### config.mk
export PLATFORM = sky130hd
export DESIGN_NAME = stepped_cpu
export DESIGN_NICKNAME = d
export VERILOG_FILES = /design/src/rtl/stepped_cpu_pkg.sv /design/src/rtl/stepped_ctrl.sv /design/src/rtl/stepped_alu.sv /design/src/rtl/stepped_regfile.sv /design/src/rtl/stepped_cpu.sv
export SDC_FILE = /design/constraint.sdc
export NUM_CORES = 2
export LEC_CHECK = 0
export CORE_AREA = 2 2 365 403
export CTS_CLUSTER_DIAMETER = 150
export DETAILED_ROUTE_END_ITERATION = 8
export DIE_AREA = 0 0 367 405
export HOLD_SLACK_MARGIN = 0.06
export MAX_ROUTING_LAYER = met4
export PLACE_DENSITY = 0.71
export SLEW_MARGIN = 20
export SYNTH_ARGS = -nofsm -noshare
export SYNTH_HDL_FRONTEND = slang
export SYNTH_SLANG_ARGS = --single-unit
### constraint.sdc
create_clock -name clk -period 16.6 [get_ports clk]
set_input_delay 3.32 -clock clk [delete_from_list [all_inputs] [get_ports clk]]
set_output_delay 3.32 -clock clk [all_outputs]
set_load 0.005 [all_outputs]
### src/rtl/stepped_cpu_pkg.sv
package stepped_cpu_pkg;

   typedef enum logic [3:0] {
      ST_FETCH  = 4'd0,
      ST_DECODE = 4'd1,
      ST_ADDR   = 4'd2,
      ST_LDRD   = 4'd3,
      ST_LDWB   = 4'd4,
      ST_STWR   = 4'd5,
      ST_REXE   = 4'd6,
      ST_RWB    = 4'd7,
      ST_BRX    = 4'd8,
      ST_JMPX   = 4'd9
   } step_e;

   localparam logic [5:0] OP_REG  = 6'h00;
   localparam logic [5:0] OP_JMP  = 6'h02;
   localparam logic [5:0] OP_BEQ  = 6'h04;
   localparam logic [5:0] OP_LOAD = 6'h23;
   localparam logic [5:0] OP_STOR = 6'h2B;

   localparam logic [5:0] FN_ADD = 6'h20;
   localparam logic [5:0] FN_SUB = 6'h22;
   localparam logic [5:0] FN_AND = 6'h24;
   localparam logic [5:0] FN_OR  = 6'h25;
   localparam logic [5:0] FN_SLT = 6'h2A;

   typedef enum logic [1:0] {
      AOP_ADD   = 2'd0,
      AOP_SUB   = 2'd1,
      AOP_FUNCT = 2'd2
   } aluop_e;

   // operand B choices
   localparam logic [1:0] SB_REG  = 2'd0;
   localparam logic [1:0] SB_FOUR = 2'd1;
   localparam logic [1:0] SB_IMM  = 2'd2;
   localparam logic [1:0] SB_IMM4 = 2'd3;

   // next-PC choices
   localparam logic [1:0] PS_ALU  = 2'd0;
   localparam logic [1:0] PS_HOLD = 2'd1;
   localparam logic [1:0] PS_JUMP = 2'd2;

   typedef struct packed {
      logic       pc_wr;
      logic       pc_wr_cond;
      logic       use_data_addr;
      logic       mem_rd;
      logic       mem_wr;
      logic       ir_wr;
      logic       wb_from_mem;
      logic       wb_to_rd;
      logic       reg_wr;
      logic       a_from_reg;
      logic [1:0] b_sel;
      aluop_e     alu_op;
      logic [1:0] pc_sel;
   } ctrl_t;

endpackage

### src/rtl/stepped_ctrl.sv
module stepped_ctrl
   import stepped_cpu_pkg::*;
(
   input  logic       clk,
   input  logic       rst_n,
   input  logic [5:0] opcode,
   output step_e      state,
   output ctrl_t      ctl,
   output logic       done
);

   step_e nxt;

   always_ff @(posedge clk or negedge rst_n) begin
      if (!rst_n) state <= ST_FETCH;
      else        state <= nxt;
   end

   always_comb begin
      nxt = ST_FETCH;
      unique case (state)
         ST_FETCH:  nxt = ST_DECODE;
         ST_DECODE: begin
            case (opcode)
               OP_LOAD, OP_STOR: nxt = ST_ADDR;
               OP_REG:           nxt = ST_REXE;
               OP_BEQ:           nxt = ST_BRX;
               OP_JMP:           nxt = ST_JMPX;
               default:          nxt = ST_FETCH;
            endcase
         end
         ST_ADDR:   nxt = (opcode == OP_LOAD) ? ST_LDRD : ST_STWR;
         ST_LDRD:   nxt = ST_LDWB;
         ST_REXE:   nxt = ST_RWB;
         default:   nxt = ST_FETCH;
      endcase
   end

   always_comb begin
      ctl = '0;
      ctl.alu_op = AOP_ADD;
      done = 1'b0;
      unique case (state)
         ST_FETCH: begin
            ctl.mem_rd = 1'b1;
            ctl.ir_wr  = 1'b1;
            ctl.b_sel  = SB_FOUR;
            ctl.pc_wr  = 1'b1;
            ctl.pc_sel = PS_ALU;
         end
         ST_DECODE: ctl.b_sel = SB_IMM4;
         ST_ADDR: begin
            ctl.a_from_reg = 1'b1;
            ctl.b_sel      = SB_IMM;
         end
         ST_LDRD: begin
            ctl.mem_rd        = 1'b1;
            ctl.use_data_addr = 1'b1;
         end
         ST_LDWB: begin
            ctl.reg_wr      = 1'b1;
            ctl.wb_from_mem = 1'b1;
            done            = 1'b1;
         end
         ST_STWR: begin
            ctl.mem_wr        = 1'b1;
            ctl.use_data_addr = 1'b1;
            done              = 1'b1;
         end
         ST_REXE: begin
            ctl.a_from_reg = 1'b1;
            ctl.b_sel      = SB_REG;
            ctl.alu_op     = AOP_FUNCT;
         end
         ST_RWB: begin
            ctl.reg_wr   = 1'b1;
            ctl.wb_to_rd = 1'b1;
            done         = 1'b1;
         end
         ST_BRX: begin
            ctl.a_from_reg = 1'b1;
            ctl.b_sel      = SB_REG;
            ctl.alu_op     = AOP_SUB;
            ctl.pc_wr_cond = 1'b1;
            ctl.pc_sel     = PS_HOLD;
            done           = 1'b1;
         end
         ST_JMPX: begin
            ctl.pc_wr  = 1'b1;
            ctl.pc_sel = PS_JUMP;
            done       = 1'b1;
         end
         default: ;
      endcase
   end

endmodule

### src/rtl/stepped_alu.sv
module stepped_alu
   import stepped_cpu_pkg::*;
#(
   parameter int W          = 32,
   parameter bit SLT_SIGNED = 1'b1
)(
   input  logic [W-1:0] a,
   input  logic [W-1:0] b,
   input  aluop_e       op,
   input  logic [5:0]   funct,
   output logic [W-1:0] y,
   output logic         zero
);

   logic lt;

   generate
      if (SLT_SIGNED) begin : g_lt_s
         assign lt = $signed(a) < $signed(b);
      end else begin : g_lt_u
         assign lt = a < b;
      end
   endgenerate

   always_comb begin
      y = a + b;
      if (op == AOP_SUB) begin
         y = a - b;
      end else if (op == AOP_FUNCT) begin
         case (funct)
            FN_SUB:  y = a - b;
            FN_AND:  y = a & b;
            FN_OR:   y = a | b;
            FN_SLT:  y = {{(W-1){1'b0}}, lt};
            default: y = a + b;
         endcase
      end
   end

   assign zero = (y == '0);

endmodule

### src/rtl/stepped_regfile.sv
module stepped_regfile #(
   parameter int W     = 32,
   parameter int NREGS = 32
)(
   input  logic                     clk,
   input  logic                     rst_n,
   input  logic [$clog2(NREGS)-1:0] ra1,
   input  logic [$clog2(NREGS)-1:0] ra2,
   input  logic                     we,
   input  logic [$clog2(NREGS)-1:0] wa,
   input  logic [W-1:0]             wd,
   output logic [W-1:0]             rd1,
   output logic [W-1:0]             rd2
);

   logic [W-1:0] regs [NREGS];

   generate
      for (genvar i = 0; i < NREGS; i++) begin : g_reg
         if (i == 0) begin : g_zero
            assign regs[i] = '0;
         end else begin : g_live
            always_ff @(posedge clk or negedge rst_n) begin
               if (!rst_n)                  regs[i] <= '0;
               else if (we && wa == i[$clog2(NREGS)-1:0]) regs[i] <= wd;
            end
         end
      end
   endgenerate

   assign rd1 = regs[ra1];
   assign rd2 = regs[ra2];

endmodule

### src/rtl/stepped_cpu.sv
module stepped_cpu
   import stepped_cpu_pkg::*;
#(
   parameter int XLEN       = 32,
   parameter int NREGS      = 32,
   parameter bit SLT_SIGNED = 1'b1
)(
   input  logic            clk,
   input  logic            rst_n,
   output logic [XLEN-1:0] mem_addr,
   output logic [XLEN-1:0] mem_wdata,
   input  logic [XLEN-1:0] mem_rdata,
   output logic            mem_rd,
   output logic            mem_wr,
   output logic [3:0]      step_state,
   output logic            instr_done
);

   localparam int RAW = $clog2(NREGS);
   localparam int IMMW = 16;

   generate
      if (XLEN != 32) begin : g_bad_xlen
         $error("stepped_cpu: XLEN must be 32");
      end
      if (NREGS != 32) begin : g_bad_nregs
         $error("stepped_cpu: NREGS must be 32");
      end
   endgenerate

   step_e state;
   ctrl_t ctl;

   logic [XLEN-1:0] pc_q, ir_q, mdr_q, a_q, b_q, aluout_q;
   logic [XLEN-1:0] rf_rd1, rf_rd2, alu_a, alu_b, alu_y, sext, pc_next, wb_data;
   logic            alu_zero, pc_load;
   logic [RAW-1:0]  wb_addr;

   stepped_ctrl u_ctrl (
      .clk    (clk),
      .rst_n  (rst_n),
      .opcode (ir_q[31:26]),
      .state  (state),
      .ctl    (ctl),
      .done   (instr_done)
   );

   assign sext = {{(XLEN-IMMW){ir_q[IMMW-1]}}, ir_q[IMMW-1:0]};

   always_comb begin
      unique case (ctl.b_sel)
         SB_REG:  alu_b = b_q;
         SB_FOUR: alu_b = XLEN'(4);
         SB_IMM:  alu_b = sext;
         default: alu_b = {sext[XLEN-3:0], 2'b00};
      endcase
   end
   assign alu_a = ctl.a_from_reg ? a_q : pc_q;

   stepped_alu #(.W(XLEN), .SLT_SIGNED(SLT_SIGNED)) u_alu (
      .a     (alu_a),
      .b     (alu_b),
      .op    (ctl.alu_op),
      .funct (ir_q[5:0]),
      .y     (alu_y),
      .zero  (alu_zero)
   );

   assign wb_addr = ctl.wb_to_rd ? ir_q[15:11] : ir_q[20:16];
   assign wb_data = ctl.wb_from_mem ? mdr_q : aluout_q;

   stepped_regfile #(.W(XLEN), .NREGS(NREGS)) u_rf (
      .clk   (clk),
      .rst_n (rst_n),
      .ra1   (ir_q[25:21]),
      .ra2   (ir_q[20:16]),
      .we    (ctl.reg_wr),
      .wa    (wb_addr),
      .wd    (wb_data),
      .rd1   (rf_rd1),
      .rd2   (rf_rd2)
   );

   always_comb begin
      unique case (ctl.pc_sel)
         PS_HOLD: pc_next = aluout_q;
         PS_JUMP: pc_next = {pc_q[XLEN-1:XLEN-4], ir_q[25:0], 2'b00};
         default: pc_next = alu_y;
      endcase
   end
   assign pc_load = ctl.pc_wr | (ctl.pc_wr_cond & alu_zero);

   always_ff @(posedge clk or negedge rst_n) begin
      if (!rst_n) begin
         pc_q     <= '0;
         ir_q     <= '0;
         mdr_q    <= '0;
         a_q      <= '0;
         b_q      <= '0;
         aluout_q <= '0;
      end else begin
         if (pc_load)    pc_q <= pc_next;
         if (ctl.ir_wr)  ir_q <= mem_rdata;
         mdr_q    <= mem_rdata;
         a_q      <= rf_rd1;
         b_q      <= rf_rd2;
         aluout_q <= alu_y;
      end
   end

   assign mem_addr   = ctl.use_data_addr ? aluout_q : pc_q;
   assign mem_wdata  = b_q;
   assign mem_rd     = ctl.mem_rd;
   assign mem_wr     = ctl.mem_wr;
   assign step_state = state;

endmodule

==> results.toml <==
[outcome]
status = "finished clean"

[synth]
ys_warn_count = 0
syn_avg_cell_area_um2 = 11.08
synth_cells = 5835
ys_seq_area_share_pct = 46.00
ys_ff_latch = 1188
synthFlopType = "dfrtp_1"
synth_cell_type_count = 86
syn_nets = 5969
synth_edf_count = 0
synth_area_mm2 = 0.06463
async_reset_ff_share_pct = 100.0

[cts]
clock_latency_ns = 0.76
htreeDepth = 3
clk_pin_slew_worst_paths_ns = 0.07
cts-root-buf = "clkbuf_16"
tritoncts = "done"
cts_setup_buffers = 0
clock_sink_count = 1188
numCtsBuffers = 114
clk_path_buf_depth = 3
cts_resized = 0
hold_buffers = 0

[setup_path]
crit_path_start_kind = "register"
rr_worst_depth = 20
crit_buf_inv = 5
arrival_ns = 9.13
ff2ff_setup_slack_ns = 8.09
path_class = "register to register"
path_delay_family = "compound AO/OA/AOI/OAI gates"
crit_cells = 20
cp_data_required_time_ns = 17.22
critPathSlowestCell = "clkinv_1"
crit_start = "u_ctrl.state[1]"
r2r_start = "u_ctrl.state[1]"
critPathCapture = "pc_q[1]"
cp_max_fo = 19
endpoint_kind = "register"
max_stage_delay_ns = 0.74
path_cells = "clkinv_1, mux2_2, nor2_4, buf_4, mux2i_1, inv_1, ha_1, inv_1, a21oi_1, o31ai_1, o41ai_2, o21ai_1, a21oi_1, mux2i_1, a211oi_1, or4_1, nor4_4, nor2_4, buf_4, mux2_2"
r2r-end = "pc_q[1]"

[cells_and_area]
final_common_cell = "dfrtp_1"
layout_common_cells = "dfrtp_1 (1,177), a21oi_1 (768), nor2_1 (688)"
layout-drive-gt1-share_pct = 21.13
n_fill_cell = 12620
fin_cells = 7657
utilization_pct = 49.35
nets = 5762
syn2layout_area_growth_pct = 10.68
fin_area_mm2 = 0.07153

[global_route]
grt_use_met1_pct = 38.27
use_met3_pct = 4.912
met2_usage_pct = 45.72
top_usage_layer = "met2"
grtUsageTotal_pct = 29.79
grt_first_pass_wirelength_mm = 321.6
overflow = 0
grt_max_degree = 147
grt_pass1_vias = 49160
antenna_found_initial = 2

[power]
p_leak_uw = 0.03055
power.density_mw_per_mm2 = 198.7
vdd_drop_max_mv = 0.1425

[placed_design]
placed_area_mm2 = 0.06743
dp.final_hpwl_mm = 133.3
io_buffers = 104
globalplace.congestion = 1.036
place_ws_ns = 8.411
dpl.cell_count = 7447

[die]
io_pins = 105
dieArea_mm2 = 0.1486
fp.dieW_um = 367
die_h_um = 405
initial_utilization_pct = 44.59
rows = 147
core_area_mm2 = 0.1449

[timing]
slew_headroom_pct = 17.40
tightestPinTransition_ns = 1.226
fin_tns_setup_ns = 0
slew_viol_final = 0
hold_viol = 0
min_period_over_period_pct = 51.29
fmax_ghz = 0.1175
setup_viol = 0
setup_ws_ns = 8.086
skew_ns = 0.03469
layout_min_cycle_time_ns = 8.514
grt_setup_unrepaired = "false"

[route]
drt-pass1-iter-count = 8
drt_iter0_drc = 6417
wirelength_mm = 216.3
num_vias = 49610
routed_via_density = 6.479
routedWlPerCell_um = 28.25
ant_nets = 0
drc = 0

[hold_path]
hold_path_class = "register to register"

[run]
maxCapViolCount = 0
[registers in the layout, summed over array words and instances (netlist names)]
signal	cells
aluout_q	32
u_rf.regs	992
u_ctrl.state	4
ir_q	32
pc_q	32
mem_wdata	32
a_q	32
mdr_q	32
[area by class of cell]
class / count / area, um2 / share of cell area, %
Multi-Input combinational cell: 3975 / 32770 / 45.81
Tap cell: 1937 / 2424 / 3.388
Clock buffer: 161 / 3376 / 4.719
Timing Repair Buffer: 232 / 2088 / 2.919
Inverter: 117 / 444.2 / 0.6210
Sequential cell: 1188 / 29760 / 41.60
Antenna cell: 2 / 5.005 / 0.006997
Clock inverter: 45 / 668.1 / 0.9341
[power by group]
| part | switching [uW] | internal, uW |
|---|---|---|
| registers | 869 | 3570 |
| logic | 4060 | 2880 |
| clock network | 1200 | 1630 |
| total | 6130 | 8080 |
[metrics by stage]
| step | hold WS, ns | power [uW] |
|---|---|---|
| after floorplan | 0.4609 | 8919 |
| after global placement | 0.4732 | 11130 |
| after detailed placement | 0.4861 | 11240 |
| after CTS | 0.4999 | 14080 |
| after global routing | 0.5167 | 14840 |
| final | 0.4993 | 14210 |
[worst min-delay path, delay by kind of cell, from the launching register on]
kind             cells  cell delay (ns)
AO/OA/AOI/OAI        1             0.06
flip-flops           1             0.35
AND/OR/NAND/NOR      1             0.05
[worst min-delay path by stage]
stage                               from              to  depth (start not counted)
after floorplan            u_rf.regs[32]   u_rf.regs[32]                          2
after global placement    u_rf.regs[159]  u_rf.regs[159]                          2
after detailed placement   u_rf.regs[26]   u_rf.regs[26]                          2
after CTS                  u_rf.regs[49]   u_rf.regs[49]                          2
after global routing      u_rf.regs[129]  u_rf.regs[129]                          2
final                     u_rf.regs[270]  u_rf.regs[270]                          2
[routing by layer]
metal  vias up  wire (um)
li1      20830          -
met1     25420      82040
met2      2766     101000
met3       596      20510
met4         0      12760
met5         -          0
[cells in the mapped netlist, drive strengths merged, types with 9 or more instances]
cell type	instances	share of area (%)
mux2i	102	1.6
a22oi	30	0.35
mux4	576	20
ha	98	1.9
a21oi	768	5.9
xnor2	16	0.22
buf	85	0.56
nand2	540	3.1
nor2b	21	0.20
o21bai	13	0.15
a22o	40	0.54
mux2	203	3.7
dfrtp	1188	46
inv	112	0.65
nor4	19	0.21
nand3	29	0.22
nand2b	21	0.20
nor3	29	0.23
a221oi	9	0.12
o21ai	476	3.7
o211ai	14	0.16
nor2	707	4.1
a31oi	18	0.17
clkbuf	470	2.7
nand4	13	0.13
a21o	15	0.17
a211oi	17	0.20
nand3b	15	0.17
o22ai	13	0.13
o31ai	21	0.24
a221o	19	0.29
[cell families after synthesis]
family | after synthesis | share of synthesized area [%]
buffers and inverters | 672 | 3.973
multiplexers | 881 | 25.31
adder cells (fa/ha/maj) | 100 | 1.959
flip-flops | 1188 | 46.00
XOR/XNOR | 21 | 0.2846
AND/OR/NAND/NOR | 1438 | 9.128
AO/OA/AOI/OAI | 1535 | 13.35
(Power assumes the default switching activity.)
